`src/rtl/share_pkg.sv`:
```
package share_pkg;
    localparam int RAIL_W = 5;

    typedef enum logic [1:0] {
        STEP_HOLD = 2'd0,
        STEP_UP   = 2'd1,
        STEP_DN   = 2'd2
    } step_e;
endpackage

```
`src/rtl/share_role_elect.sv`:
```
module share_role_elect #(
    parameter int NPOS  = 8,
    parameter int POS_W = 4
) (
    input  logic [POS_W-1:0] pos,
    input  logic [NPOS-1:0]  active_vec,
    input  logic             share_en,
    output logic             member,
    output logic             master
);
    // below[i]: some position lower than i+1 is active
    logic [NPOS-1:0] below;
    logic [NPOS-1:0] own_hit;
    logic [NPOS-1:0] own_low;

    assign below[0] = 1'b0;
    generate
        for (genvar i = 1; i < NPOS; i++) begin : g_prefix
            assign below[i] = below[i-1] | active_vec[i-1];
        end
        for (genvar i = 0; i < NPOS; i++) begin : g_match
            assign own_hit[i] = (pos == POS_W'(i + 1)) && active_vec[i];
            assign own_low[i] = own_hit[i] && !below[i];
        end
    endgenerate

    assign member = share_en && (|own_hit);
    assign master = share_en && (|own_low);
endmodule

```
`src/rtl/share_msg_rx.sv`:
```
module share_msg_rx
    import share_pkg::*;
#(
    parameter int CUR_W = 12
) (
    input  logic              clk,
    input  logic              rst_n,
    input  logic [RAIL_W-1:0] rail_id,
    input  logic              listen,
    input  logic              rx_vld,
    input  logic [RAIL_W-1:0] rx_id,
    input  logic [CUR_W-1:0]  rx_cur,
    output logic [CUR_W-1:0]  ref_cur,
    output logic              ref_ok
);
    typedef struct packed {
        logic [CUR_W-1:0] cur;
        logic             ok;
    } ref_t;

    ref_t r_d, r_q;

    always_comb begin
        r_d = r_q;
        if (!listen) begin
            r_d.ok = 1'b0;
        end else if (rx_vld && (rx_id == rail_id)) begin
            r_d.cur = rx_cur;
            r_d.ok  = 1'b1;
        end
    end

    always_ff @(posedge clk or negedge rst_n) begin
        if (!rst_n) r_q <= '0;
        else        r_q <= r_d;
    end

    assign ref_cur = r_q.cur;
    assign ref_ok  = r_q.ok;
endmodule

```
`src/rtl/share_trim_core.sv`:
```
module share_trim_core
    import share_pkg::*;
#(
    parameter int CUR_W   = 12,
    parameter int TRIM_W  = 10,
    parameter int UPD_CYC = 64
) (
    input  logic                     clk,
    input  logic                     rst_n,
    input  logic                     share_en,
    input  logic                     member,
    input  logic                     master,
    input  logic [CUR_W-1:0]         ref_cur,
    input  logic                     ref_ok,
    input  logic [CUR_W-1:0]         loc_cur,
    input  logic                     loc_vld,
    input  logic [CUR_W-1:0]         deadband,
    input  logic signed [TRIM_W-1:0] trim_hi,
    input  logic signed [TRIM_W-1:0] trim_lo,
    input  logic                     host_wr,
    input  logic signed [TRIM_W-1:0] host_data,
    output logic signed [TRIM_W-1:0] trim
);
    localparam int CNT_W = (UPD_CYC > 1) ? $clog2(UPD_CYC) : 1;
    localparam int ERR_W = CUR_W + 2;

    typedef struct packed {
        logic [CNT_W-1:0]  cnt;
        logic [CUR_W-1:0]  loc;
        logic              loc_ok;
        logic [TRIM_W-1:0] trim;
    } core_t;

    core_t s_d, s_q;
    logic              tick;
    logic signed [ERR_W-1:0] err;
    logic signed [ERR_W-1:0] db_s;
    step_e             dir;
    logic signed [TRIM_W-1:0] cur_trim;

    always_comb begin
        s_d      = s_q;
        cur_trim = $signed(s_q.trim);
        tick     = (s_q.cnt == CNT_W'(UPD_CYC - 1));
        s_d.cnt  = tick ? '0 : s_q.cnt + CNT_W'(1);

        if (loc_vld) begin
            s_d.loc    = loc_cur;
            s_d.loc_ok = 1'b1;
        end

        err  = $signed({2'b00, ref_cur}) - $signed({2'b00, s_q.loc});
        db_s = $signed({2'b00, deadband});
        if (err > db_s)       dir = STEP_UP;
        else if (err < -db_s) dir = STEP_DN;
        else                  dir = STEP_HOLD;

        if (!share_en) begin
            if (host_wr) s_d.trim = host_data;
        end else if (master) begin
            s_d.trim = '0;
        end else if (member && tick && ref_ok && s_q.loc_ok) begin
            unique case (dir)
                STEP_UP: s_d.trim = (cur_trim >= trim_hi) ? trim_hi
                                                          : s_q.trim + TRIM_W'(1);
                STEP_DN: s_d.trim = (cur_trim <= trim_lo) ? trim_lo
                                                          : s_q.trim - TRIM_W'(1);
                default: s_d.trim = s_q.trim;
            endcase
        end
    end

    always_ff @(posedge clk or negedge rst_n) begin
        if (!rst_n) s_q <= '0;
        else        s_q <= s_d;
    end

    assign trim = $signed(s_q.trim);
endmodule

```
`src/rtl/share_trim_loop.sv`:
```
module share_trim_loop
    import share_pkg::*;
#(
    parameter int NPOS    = 8,
    parameter int CUR_W   = 12,
    parameter int TRIM_W  = 10,
    parameter int UPD_CYC = 64,
    localparam int POS_W  = $clog2(NPOS + 1)
) (
    input  logic                     clk,
    input  logic                     rst_n,
    input  logic                     share_en,
    input  logic [RAIL_W-1:0]        cfg_rail_id,
    input  logic [POS_W-1:0]         cfg_pos,
    input  logic [NPOS-1:0]          active_vec,
    input  logic [CUR_W-1:0]         loc_cur,
    input  logic                     loc_vld,
    input  logic                     rx_vld,
    input  logic [RAIL_W-1:0]        rx_id,
    input  logic [CUR_W-1:0]         rx_cur,
    input  logic [CUR_W-1:0]         deadband,
    input  logic signed [TRIM_W-1:0] trim_hi,
    input  logic signed [TRIM_W-1:0] trim_lo,
    input  logic                     host_wr,
    input  logic signed [TRIM_W-1:0] host_data,
    output logic                     tx_vld,
    output logic [RAIL_W-1:0]        tx_id,
    output logic [CUR_W-1:0]         tx_cur,
    output logic                     is_master,
    output logic signed [TRIM_W-1:0] trim_out
);
    typedef struct packed {
        logic              tx_vld;
        logic [RAIL_W-1:0] tx_id;
        logic [CUR_W-1:0]  tx_cur;
        logic              master;
    } top_t;

    top_t t_d, t_q;
    logic member_c, master_c;
    logic [CUR_W-1:0] ref_cur;
    logic ref_ok;

    share_role_elect #(.NPOS(NPOS), .POS_W(POS_W)) u_elect (
        .pos        (cfg_pos),
        .active_vec (active_vec),
        .share_en   (share_en),
        .member     (member_c),
        .master     (master_c)
    );

    share_msg_rx #(.CUR_W(CUR_W)) u_rx (
        .clk     (clk),
        .rst_n   (rst_n),
        .rail_id (cfg_rail_id),
        .listen  (member_c && !master_c),
        .rx_vld  (rx_vld),
        .rx_id   (rx_id),
        .rx_cur  (rx_cur),
        .ref_cur (ref_cur),
        .ref_ok  (ref_ok)
    );

    share_trim_core #(.CUR_W(CUR_W), .TRIM_W(TRIM_W), .UPD_CYC(UPD_CYC)) u_core (
        .clk       (clk),
        .rst_n     (rst_n),
        .share_en  (share_en),
        .member    (member_c),
        .master    (master_c),
        .ref_cur   (ref_cur),
        .ref_ok    (ref_ok),
        .loc_cur   (loc_cur),
        .loc_vld   (loc_vld),
        .deadband  (deadband),
        .trim_hi   (trim_hi),
        .trim_lo   (trim_lo),
        .host_wr   (host_wr),
        .host_data (host_data),
        .trim      (trim_out)
    );

    always_comb begin
        t_d        = t_q;
        t_d.master = master_c;
        t_d.tx_vld = master_c && loc_vld;
        if (master_c && loc_vld) begin
            t_d.tx_id  = cfg_rail_id;
            t_d.tx_cur = loc_cur;
        end
    end

    always_ff @(posedge clk or negedge rst_n) begin
        if (!rst_n) t_q <= '0;
        else        t_q <= t_d;
    end

    assign tx_vld    = t_q.tx_vld;
    assign tx_id     = t_q.tx_id;
    assign tx_cur    = t_q.tx_cur;
    assign is_master = t_q.master;
endmodule

```
`config.mk`:
```
export PLATFORM = sky130hd
export DESIGN_NAME = share_trim_loop
export DESIGN_NICKNAME = d
export VERILOG_FILES = /design/src/rtl/share_pkg.sv /design/src/rtl/share_role_elect.sv /design/src/rtl/share_msg_rx.sv /design/src/rtl/share_trim_core.sv /design/src/rtl/share_trim_loop.sv
export SDC_FILE = /design/constraint.sdc
export NUM_CORES = 1
export LEC_CHECK = 0
export BUFFER_PORTS_ARGS = -buffer_cell sky130_fd_sc_hd__clkbuf_2
export CAP_MARGIN = 20
export CORE_ASPECT_RATIO = 0.5
export CORE_UTILIZATION = 56
export CTS_CLUSTER_DIAMETER = 100
export CTS_CLUSTER_SIZE = 40
export DETAILED_ROUTE_END_ITERATION = 16
export PLACE_DENSITY = 0.86
export SLEW_MARGIN = 20
export SYNTH_ARGS = -nofsm -noshare
export SYNTH_HDL_FRONTEND = slang
export SYNTH_SLANG_ARGS = --single-unit
```
`constraint.sdc`:
```
create_clock -name clk -period 4.8 [get_ports clk]
set_input_delay 0.48 -clock clk [delete_from_list [all_inputs] [get_ports clk]]
set_output_delay 0.48 -clock clk [all_outputs]
set_load 0.05 [all_outputs]
```
Yosys cells after proc, flatten, opt, wreduce, memory -nomap -nowiden --
Index checks and enable logic that the tools add are counted.
Storage, ports and cells: memories kept 0, RAM bits 0, input port bits 94, word-level logic and storage cells 88, bits in read-only memories 0, flip-flop bits (word level) 61, output and inout port bits 29, bits in latches 0
Operators by class: bitwise logic cells 6, divide/modulo/power cells 0, $lt $le $gt $ge 4, equal/unequal tests 15, add/subtract/negate cells 5, muxes and demuxes 12, shifts and indexed selects 0, reduce and logical (&&, ||, !) cells 36, $mul 0
Operator list (number):
- $mux 10 | 6
- $logic_and 1x1->1 | 23
- $pmux 10 s2 | 1
- $eq 4x3->1 const B | 4
- $reduce_or 8->1 | 2
- $gt 14x13->1 | 1
- $lt 14x14->1 | 1
- $neg 12->14 | 1
- $sub 12x12->13 | 1
- $add 10x1->10 const B | 1
- $ge 10x10->1 | 1
- $le 10x10->1 | 1
- $sub 10x1->10 const B | 1
- $eq 4x2->1 const B | 2
- $logic_not 1->1 | 8
- $add 6x1->6 const B | 1
- $eq 6x6->1 const B | 1
- $mux 6 | 1
- $or 1x1->1 | 6
- $eq 5x5->1 | 1
- $eq 4x1->1 const B | 1
- $eq 4x4->1 const B | 1
- $mux 2 | 2
- $ne 4x1->1 const B | 1
- 8 further kinds | 9

Depth between registers and ports, before layout --
Gate-level depths: netlist (run 1).
depth in word-level cells 13, mapped depth 21, depth with buffers taken out 20

Modules after synthesis --
Synthesis (run 1) repeated with hierarchy kept, for this count alone.
Second synthesis, totals: cell total of the unflattened synthesis 574, area total of the unflattened synthesis 5380.2 um^2
Modules (own cells, without submodules):
- share_trim_core | cells each 462, instances 1, area an instance 3776.1 um^2, seq. area each 725.7 um^2
- share_trim_loop | cells each 40, instances 1, area an instance 739.5 um^2, seq. area each 475.5 um^2
- share_msg_rx | cells each 40, instances 1, area an instance 619.3 um^2, seq. area each 325.3 um^2
- share_role_elect | cells each 32, instances 1, area an instance 245.2 um^2, seq. area each 0.0 um^2

Worst setup path after synthesis (run 1) --
OpenSTA, ideal clock, no wires.
kind reg-to-reg, start reg u_core.s_q[11] (netlist name), end reg u_core.s_q (netlist bit u_core.trim[2]), data required time 4675 ps, period minus slack after synthesis 4284 ps, path buffers 1, arrival 4159 ps, setup slack 516 ps, setup time 125 ps, stages on the path, launching flop included 21, cells stage by stage dfrtp_1 > ha_1 > fa_1 > and2b_1 > o2111ai_2 > nand2_1 > a21o_1 > a21oi_1 > xnor2_1 > ha_1 > or4_1 > a211oi_1 > o2bb2ai_1 > nand2_2 > a2111oi_4 > a211o_4 > nor2_8 > a21oi_2 > or2_1 > buf_6 > mux2_4
On the way: cells in the longest elaborated chain, start to end 9, elaborated cells between the ends (all ways) 13
RTL lines:
- start, declared | RTL line share_trim_core.sv:34 | core_t s_d, s_q;
- start signal, assigned | RTL line share_trim_core.sv:74 | if (!rst_n) s_q <= '0;
- start signal, assigned | RTL line share_trim_core.sv:75 | else s_q <= s_d;
- $sub 12x12->13 (*) | RTL line share_trim_core.sv:52 | err = $signed({2'b00, ref_cur}) - $signed({2'b00, s_q.loc});
- $lt 14x14->1 | RTL line share_trim_core.sv:55 | else if (err < -db_s) dir = STEP_DN;
- $mux 2 | RTL line share_trim_core.sv:55
- $mux 2 (*) | RTL line share_trim_core.sv:54 | if (err > db_s) dir = STEP_UP;
- $eq 2x2->1 or $eq 2x1->1 (tied branches) | RTL line share_trim_core.sv:63 | unique case (dir)
- $pmux 10 s2 | RTL line share_trim_core.sv:63
- $mux 10 | RTL line share_trim_core.sv:62 | end else if (member && tick && ref_ok && s_q.loc_ok) begin
- $mux 10 | RTL line share_trim_core.sv:60 | end else if (master) begin
- $mux 10 | RTL line share_trim_core.sv:58 | if (!share_en) begin
Mark *: on every way between the ends. The rest lies on a longest branch, timed or not. The select of a mux whose other input is x is not followed. A chain may end at the register's enable or synchronous reset.

Worst setup path after layout (run 1) --
start reg u_rx.r_q (netlist bit u_rx.ref_cur[0]), end reg u_core.s_q (netlist bit u_core.trim[7])
On the way: cells in the longest elaborated chain, start to end 9, elaborated cells between the ends (all ways) 13
RTL lines:
- start, declared | RTL line share_msg_rx.sv:21 | ref_t r_d, r_q;
- start signal, assigned | RTL line share_msg_rx.sv:35 | else r_q <= r_d;
- $sub 12x12->13 (*) | RTL line share_trim_core.sv:52
- $lt 14x14->1 | RTL line share_trim_core.sv:55
- $mux 2 | RTL line share_trim_core.sv:55
- $mux 2 (*) | RTL line share_trim_core.sv:54
- $eq 2x2->1 or $eq 2x1->1 (tied branches) | RTL line share_trim_core.sv:63
- $pmux 10 s2 | RTL line share_trim_core.sv:63
- $mux 10 | RTL line share_trim_core.sv:62
- $mux 10 | RTL line share_trim_core.sv:60
- $mux 10 | RTL line share_trim_core.sv:58
Marked as above.

==> results of run 1 <==
-- layout make-up --
class | instances | area share
timing repair buffer | 127 | 0.1034
clock buffer | 12 | 0.03908
tap | 117 | 0.02321
sequential | 61 | 0.2420
inverter | 56 | 0.03333
clock inverter | 4 | 0.007538
multi-input combinational | 448 | 0.5515
-- metrics by stage --
stage,hold slack (ns),instance area [um2]
finish,0.3054,6307
global route,0.3670,6307
global placement,0.4607,5968
detailed placement,0.4657,5968
CTS,0.3227,6262
floorplan,0.1844,5351
-- worst max path at each step --
stage	to	slack (ns)	from	cells after the start
after floorplan	u_core.trim[2]$_DFFE_PN0P_	0.52	u_core.s_q[11]$_DFFE_PN0P_	20
after global placement	u_core.trim[7]$_DFFE_PN0P_	0.30	u_rx.ref_cur[0]$_DFFE_PN0P_	21
after detailed placement	u_core.trim[5]$_DFFE_PN0P_	0.16	u_core.s_q[11]$_DFFE_PN0P_	20
after CTS	u_core.trim[7]$_DFFE_PN0P_	0.09	u_core.s_q[11]$_DFFE_PN0P_	20
after global routing	u_core.trim[7]$_DFFE_PN0P_	0.02	u_rx.ref_cur[0]$_DFFE_PN0P_	21
final	u_core.trim[7]$_DFFE_PN0P_	0.23	u_rx.ref_cur[0]$_DFFE_PN0P_	21
-- cell families (layout without fill, tap and decap cells) --
family	after synthesis	after routing	synth area share
multiplexers	44	44	0.09446
flip-flops	61	61	0.2852
adder cells (fa/ha/maj)	59	59	0.1391
XOR/XNOR	41	41	0.06710
AO/OA/AOI/OAI	133	133	0.1896
AND/OR/NAND/NOR	171	171	0.1548
buffers and inverters	85	199	0.06967
-- state kept, by name, summed over array words and instances, names as in the netlist --
name          flops
u_rx.ref_cur     12
tx_vld            1
tx_id             5
tx_cur           12
is_master         1
u_core.trim      10
u_rx.ref_ok       1
u_core.s_q       19
-- synthesized netlist by cell type (10+ instances only) --
master	n
nor2_1	36
ha_1	57
nand3_1	20
dfrtp_1	61
o21ai_0	29
a211oi_1	11
mux2_2	28
buf_4	10
xor2_1	13
nor2b_1	11
nand2_1	55
a21oi_1	24
nand4_1	10
clkbuf_1	15
mux2i_1	10
nor3_1	11
inv_1	56
xnor2_1	28
-- what timing repair did --
item	in CTS	in global routing
hold buffers	0	0
setup buffers	0	2
endpoints found under the setup margin	0	10
gates resized for setup	0	7
-- worst register-to-register path: stages, from the launching register on --
cell and delay (ns):
dfrtp_1 0.36, inv_1 0.08, ha_1 0.20, fa_2 0.23, and2b_1 0.22, o2111ai_2 0.20, nand2_2 0.10, a21o_1 0.19
a21oi_1 0.18, xnor2_1 0.11, ha_1 0.22, or4_1 0.42, a211oi_2 0.22, o2bb2ai_1 0.17, nor2_1 0.12, a2111oi_4 0.40
a211o_4 0.21, nor2_8 0.05, a21oi_2 0.16, or2_1 0.13, buf_6 0.17, mux2_4 0.32
-- report_power, final --
group	internal, mW	switching, mW
clock network	0.414	0.221
registers	0.594	0.125
logic	0.534	0.820
total	1.54	1.17
-- per-layer routing --
| layer | up-vias | global-route usage | share of wire |
|---|---|---|---|
| met5 | - | 0 | 0 |
| li1 | 2340 | - | - |
| met3 | 24 | 0.05484 | 0.055 |
| met4 | 0 | 0.1074 | 0.020 |
| met1 | 2273 | 0.3474 | 0.46 |
| met2 | 150 | 0.4589 | 0.47 |
==> run summary, run 1 <==
The post-detailed-placement half-perimeter wirelength is 10.18 mm. At the end of routability-driven placement, the weighted congestion stood at 0.9226. Setup violations remaining at the end of the flow were counted as 0. The count of nets left with antenna violations once routing finished came out at 0. The sequential cell area came out at 1526 um2. The ratio of cells with drive above 1 in the final layout came out at 0.2811.

The total wirelength of the detailed-routed design is 12.95 mm. The most used flip-flop cell after synthesis is dfrtp_1. The top cell types in the final layout, fill and taps aside, are 122 x clkbuf_2, 61 x dfrtp_1, 57 x ha_1. The power density relative to cell area came out at 429.3 nW/um2. The number of global-route vias before repair came to 4530. The detailed router's first-iteration violation count is 299. Counting along the longest clock path gives a buffer depth of 2. The die covers 9975 um2. The arrival time at the worst endpoint is 4.78 ns. The total grt overflow is 0. The clock slew seen by the registers of the worst setup and hold paths came out at 0.05 ns. Counting the fill cells in the layout gives 707. The path class of the lowest-slack min-delay path is input pin to async pin. The warning count from the yosys run came out at 0. The initial antenna violation count came out at 0. For this configuration, the core starts out at a cell density of 0.5960. The width of the chip came out at 140.2 um. For this design, the slowest cell found on the critical path is or4_1. The share of the Yosys chip area taken by registers is 0.2852.

The global routing usage summed across all routing layers is 0.2719. For the worst flop-to-flop path, the logic depth is 21. The worst-path maximum fanout came out at 10. For this run, the share of the core covered by cells in the final layout is 0.7025. The number of buffers inserted by port buffering came out at 122. The buffering stage count on the worst path with inverters included came out at 2. Clock tree synthesis found a total of 61 sinks.

In this run the critical register-to-register path is captured at u_core.trim[7]$_DFFE_PN0P_. TritonCTS built the clock tree. Setup repair after global routing left no endpoint under its margin. The number of buffers added by the clock tree synthesis step is 9. In the synthesized netlist, the number of instances is 594. The worst setup margin is 0.2312 ns. The number of flops mapped to enable cells by yosys came out at 0. The accumulated negative setup slack came out at 0 ns. The number of antenna diodes in the final layout is 0. Excluding fillers, the count of instances in the completed layout stands at 825. The detailed router placed 4787 vias in this run. The number of ports placed on the die boundary is 123. Between clock sinks in the finished design, the worst skew comes to 0.009777 ns. The average cell area after synthesis came out at 9.009 um2. The average detailed-routed wire length per instance is 15.69 um. Subtracting the final worst setup slack from the clock period gives 4.569 ns. Entering global routing, the biggest net connects 62 pins. The share of synthesized area in the top cell type comes to 0.2852. The total area of multi-input combinational cells is 3478 um2. The launch point of the worst reg-to-reg path is u_rx.ref_cur[0]$_DFFE_PN0P_.

The run finished with clean final reports. The number of synthesized register bits came out at 61. STA classifies the critical path startpoint as a register. dfrtp_1 takes more of the synthesized area than any other cell. Static timing analysis puts the maximum clock frequency at 0.2189 GHz. The number of nets in the finished design is 855.

The final count of pins violating max slew came to 0. The worst-skew pair later-pin latency came out at 0.33 ns. The pre-antenna-repair detailed-routing pass consisted of 5 iterations.

The share of async-settable or async-resettable flops after synthesis came out at 1.000. The register-to-register setup slack is 0.23 ns. The root buffer cell chosen for the clock tree is clkbuf_16.

The final cycle utilization of the critical path came out at 0.9518. By area the synthesized netlist is led by dfrtp_1 29%, ha_1 13%, mux2_2 5.9%, xnor2_1 4.6%, inv_1 3.9%. The most common cell after layout, fill and taps aside is clkbuf_2.

For the pin with the worst max-slew slack, the measured transition is 0.7589 ns. The post-placement cell count is 807. The number of distinct library cells after synthesis came out at 67. The wire length of the first global-routing pass is 21.29 mm. The post-detailed-route DRC marker count came out at 0. The via density per instance is 5.802. The area of the mapped netlist came out at 5351 um2. The total number of H-tree levels came out at 3. The highest ir drop seen on vdd is 0.4678 mV. Across the run, the number of max-cap violations was 0. The die extent in y is 71.13 um. The placeable core area came out at 8979 um2. OpenSTA, run right after detailed placement, puts the worst setup slack at 0.1552 ns. In this design, the largest share of critical-path delay is due to compound AO/OA/AOI/OAI gates. The total power after layout is 2.708 mW.

The number of rows created at floorplan is 24. STA classifies the critical path endpoint as a register. The final-report hold violation count came out at 0.

The cell that appears most often on the critical path is ha_1. The area growth from synthesis to layout came out at 17.86%. The setup path with the least slack is of type register to register. The required time at the endpoint of the critical path came out at 5.01 ns. The static leakage came out at 3.167 nW. Measured against its own limit, the worst slew margin works out to 0.4941. The signal on the critical path passes through inv_1 -> ha_1 -> fa_2 -> and2b_1 -> o2111ai_2 -> nand2_2 -> a21o_1 -> a21oi_1 -> xnor2_1 -> ha_1 -> or4_1 -> a211oi_2 -> o2bb2ai_1 -> nor2_1 -> a2111oi_4 -> a211o_4 -> nor2_8 -> a21oi_2 -> or2_1 -> buf_6 -> mux2_4.

The longest individual stage delay on the worst path came out at 0.42 ns. The number of nets in the synthesized netlist came out at 746.
No activity file was read; power rests on OpenSTA's default activity.
==> run 2, diff against run 1 <==
CORE_ASPECT_RATIO = 1.75   (was 0.5)
==> run 2 against run 1 <==
Clock skew is 0.0031 ns lower. Global-route usage up 5.4 points. Largest cell class unchanged. Count of clock-buffer cells in the layout up 1. Die area barely moved.
==> run summary, run 2 (same netlist as run 1, synthesis figures left out) <==
The library cells used most frequently in the layout, excluding fill and tap cells, are 122 x clkbuf_2, 61 x dfrtp_1, 57 x ha_1. In the final layout, the share of cells above drive strength 1 is 0.2857. With fillers left out, the area of the finished cells amounts to 6337 um2.

The area growth from synthesis to layout came out at 18.42%. The max-capacitance violation count is 0. The switching power total came out at 1.225 mW. The clock tree synthesis step divided the H-tree into 3 levels.

The sequential cell area came out at 1526 um2. Setup violations remaining at the end of the flow were counted as 0. The most flop-heavy register is u_core.s_q. Across all register-to-register paths, the minimum setup slack is 0.22 ns. Clock tree synthesis selected as its root buffer the cell clkbuf_16.

The share of total power dissipated in sequential elements is 0.262. The accumulated negative setup slack is 0 ns. The final-report hold violation count was 0. The arrival time at the worst endpoint came out at 4.78 ns.

The via density per instance came out at 6.070. The number of nets in the finished design is 855. The worst setup path is captured at a register. For this block, the initial DRC count from the detailed router was 294. The path class of the lowest-slack min-delay path is input pin to async pin. The clock slew seen by the registers of the worst setup and hold paths is 0.05 ns. From bottom edge to top edge, the die measures 131.3 um.

0 antenna diodes ended up in the layout. The total area of multi-input combinational cells came out at 3493 um2. Along the worst path, the maximum fanout reaches 8. Walking the worst path, the cells encountered are ha_1 -> fa_1 -> and2b_1 -> o2111ai_2 -> nand2_2 -> a21o_1 -> a21oi_2 -> xnor2_1 -> ha_1 -> or4_1 -> a211oi_2 -> o2bb2ai_2 -> nor2_1 -> a2111oi_4 -> a211o_4 -> nor2_8 -> a21oi_4 -> or2_4 -> buf_12 -> mux2_4. The final count of pins violating max slew is 0.

The total die area is 9966 um2. In this run the core area contains 46 standard-cell rows. The floorplan step set the die width to 75.90 um. The routed via count came out at 5020.

Of the total power, the clock network draws 0.224. The average detailed-routed wire length per instance is 17.97 um. The flip-flop count of the largest register, all copies and words added came out at 19. Of the total power, combinational logic draws 0.513. The initial antenna violation count is 0. TritonCTS built the clock tree.

In this run the cell area measured after placement is 5984 um2. Setup repair after global routing left no endpoint under its margin. The cell-internal power came out at 1.539 mW. The post-detailed-route DRC marker count came out at 0. The number of buffers added by the clock tree synthesis step came out at 9. The first-pass detailed-route iteration total is 6.

The pre-CTS worst setup slack came out at 0.05468 ns. The longest individual stage delay on the worst path is 0.44 ns. In this run the critical register-to-register path is launched from u_core.s_q[11]$_DFFE_PN0P_.

The slowest stage of the critical path is the or4_1 cell. The library cell used most frequently in the layout, excluding fill and tap cells, is clkbuf_2. The smallest clock period supported by the final layout is computed as 4.577 ns. The post-detailed-route count of antenna-violating nets came out at 0. Of the total power, the share spent switching nets is 0.4432.

Across the routed clock network, the largest skew measured is 0.006725 ns. The headroom to the max-slew limit is 0.4336. The final cycle utilization of the critical path is 0.9535. The cell that appears most often on the critical path is ha_1. The capture instance of the worst register-to-register path is u_core.trim[7]$_DFFE_PN0P_.

The power density relative to cell area came out at 436.3 nW/um2. The run finished with clean final reports. Based on the critical path, the design can be clocked at up to 0.2185 GHz. The pin count of the biggest net entering global routing came out at 62. The number of ports placed on the die boundary came out at 123. The launching element type of the critical path is a register. The worst-skew pair later-pin latency came out at 0.33 ns. The clock passes through at most 2 buffers. Once detailed placement completed, the half-perimeter wirelength came to 11.59 mm. The routed design has 14.87 mm of wire. The static leakage is 3.177 nW.

The number of clock sinks is 61. The core region is 9151 um2. The buffering stage count on the worst path with inverters included is 1. The highest ir drop seen on vdd is 0.3461 mV. The required time at the endpoint of the critical path came out at 5.00 ns.

The worst setup margin came out at 0.2232 ns. Across every metal layer, demand over resource in global routing totals 0.3260. The number of buffers inserted by port buffering came out at 122. The number of global-route vias before repair came out at 5282. The setup path with the least slack is of type register to register. For the pin with the worst max-slew slack, the measured transition is 0.8477 ns. The routability-driven placement congestion ratio is 0.9165.

The initial core utilization came out at 0.5848. The first global-routing pass estimated 24.21 mm of wire. The total grt overflow is 0. The filler cells instantiated in the layout total 702.

The cell family contributing the most delay on the critical path is compound AO/OA/AOI/OAI gates. The worst reg2reg path depth came out at 20.
[run 2: worst max path at each step]
stage,from,endpoint,cells past startpoint,slack [ns]
floorplan,u_core.s_q[11]$_DFFE_PN0P_,u_core.trim[2]$_DFFE_PN0P_,20,0.52
global placement,u_rx.ref_cur[0]$_DFFE_PN0P_,u_core.trim[6]$_DFFE_PN0P_,21,0.26
detailed placement,u_core.s_q[11]$_DFFE_PN0P_,u_core.trim[8]$_DFFE_PN0P_,20,0.05
CTS,u_core.s_q[11]$_DFFE_PN0P_,u_core.trim[2]$_DFFE_PN0P_,19,0.04
global route,u_rx.ref_cur[0]$_DFFE_PN0P_,u_core.trim[6]$_DFFE_PN0P_,21,0.01
finish,u_core.s_q[11]$_DFFE_PN0P_,u_core.trim[7]$_DFFE_PN0P_,20,0.22
[run 2: routing by layer]
layer	routed length, um	part of all wire	GRT usage
met5	0	0	0
met4	1257	0.085	0.2819
met3	1090	0.073	0.1480
met2	7548	0.51	0.5197
met1	4968	0.33	0.2945
[run 2: what timing repair did]
action / CTS / global route
pin swaps: 0 / 5
gates resized for setup: 2 / 7
buffers inserted: 0 / 2
endpoints found under the setup margin: 5 / 10
hold buffers: 0 / 0
[run 2: area by class of cell]
cell class,instances,area share
Inverter,56,0.03317
Clock buffer,13,0.04423
Clock inverter,2,0.002567
Timing Repair Buffer,127,0.1042
Multi-Input combinational cell,448,0.5512
Sequential cell,61,0.2409
Tap cell,120,0.02369
[run 2: metrics by stage]
step	power, mW	instances	hold slack, ns	util
after floorplan	1.771	594	0.1844	-
after global placement	2.021	810	0.4552	0.6540
after detailed placement	2.078	810	0.4672	0.6540
after CTS	2.713	825	0.3417	0.6872
after global routing	2.942	827	0.3757	0.6925
final	2.765	827	0.3095	0.6925
[run 2: power by group through the flow]
stage / logic (mW) / registers, mW / clock network (mW)
2_1_floorplan: 0.997 / 0.775 / 0
3_3_place_gp: 1.30 / 0.721 / 0
3_5_place_dp: 1.35 / 0.729 / 0
4_1_cts: 1.36 / 0.721 / 0.629
5_1_grt: 1.55 / 0.738 / 0.650
6_report: 1.42 / 0.725 / 0.620
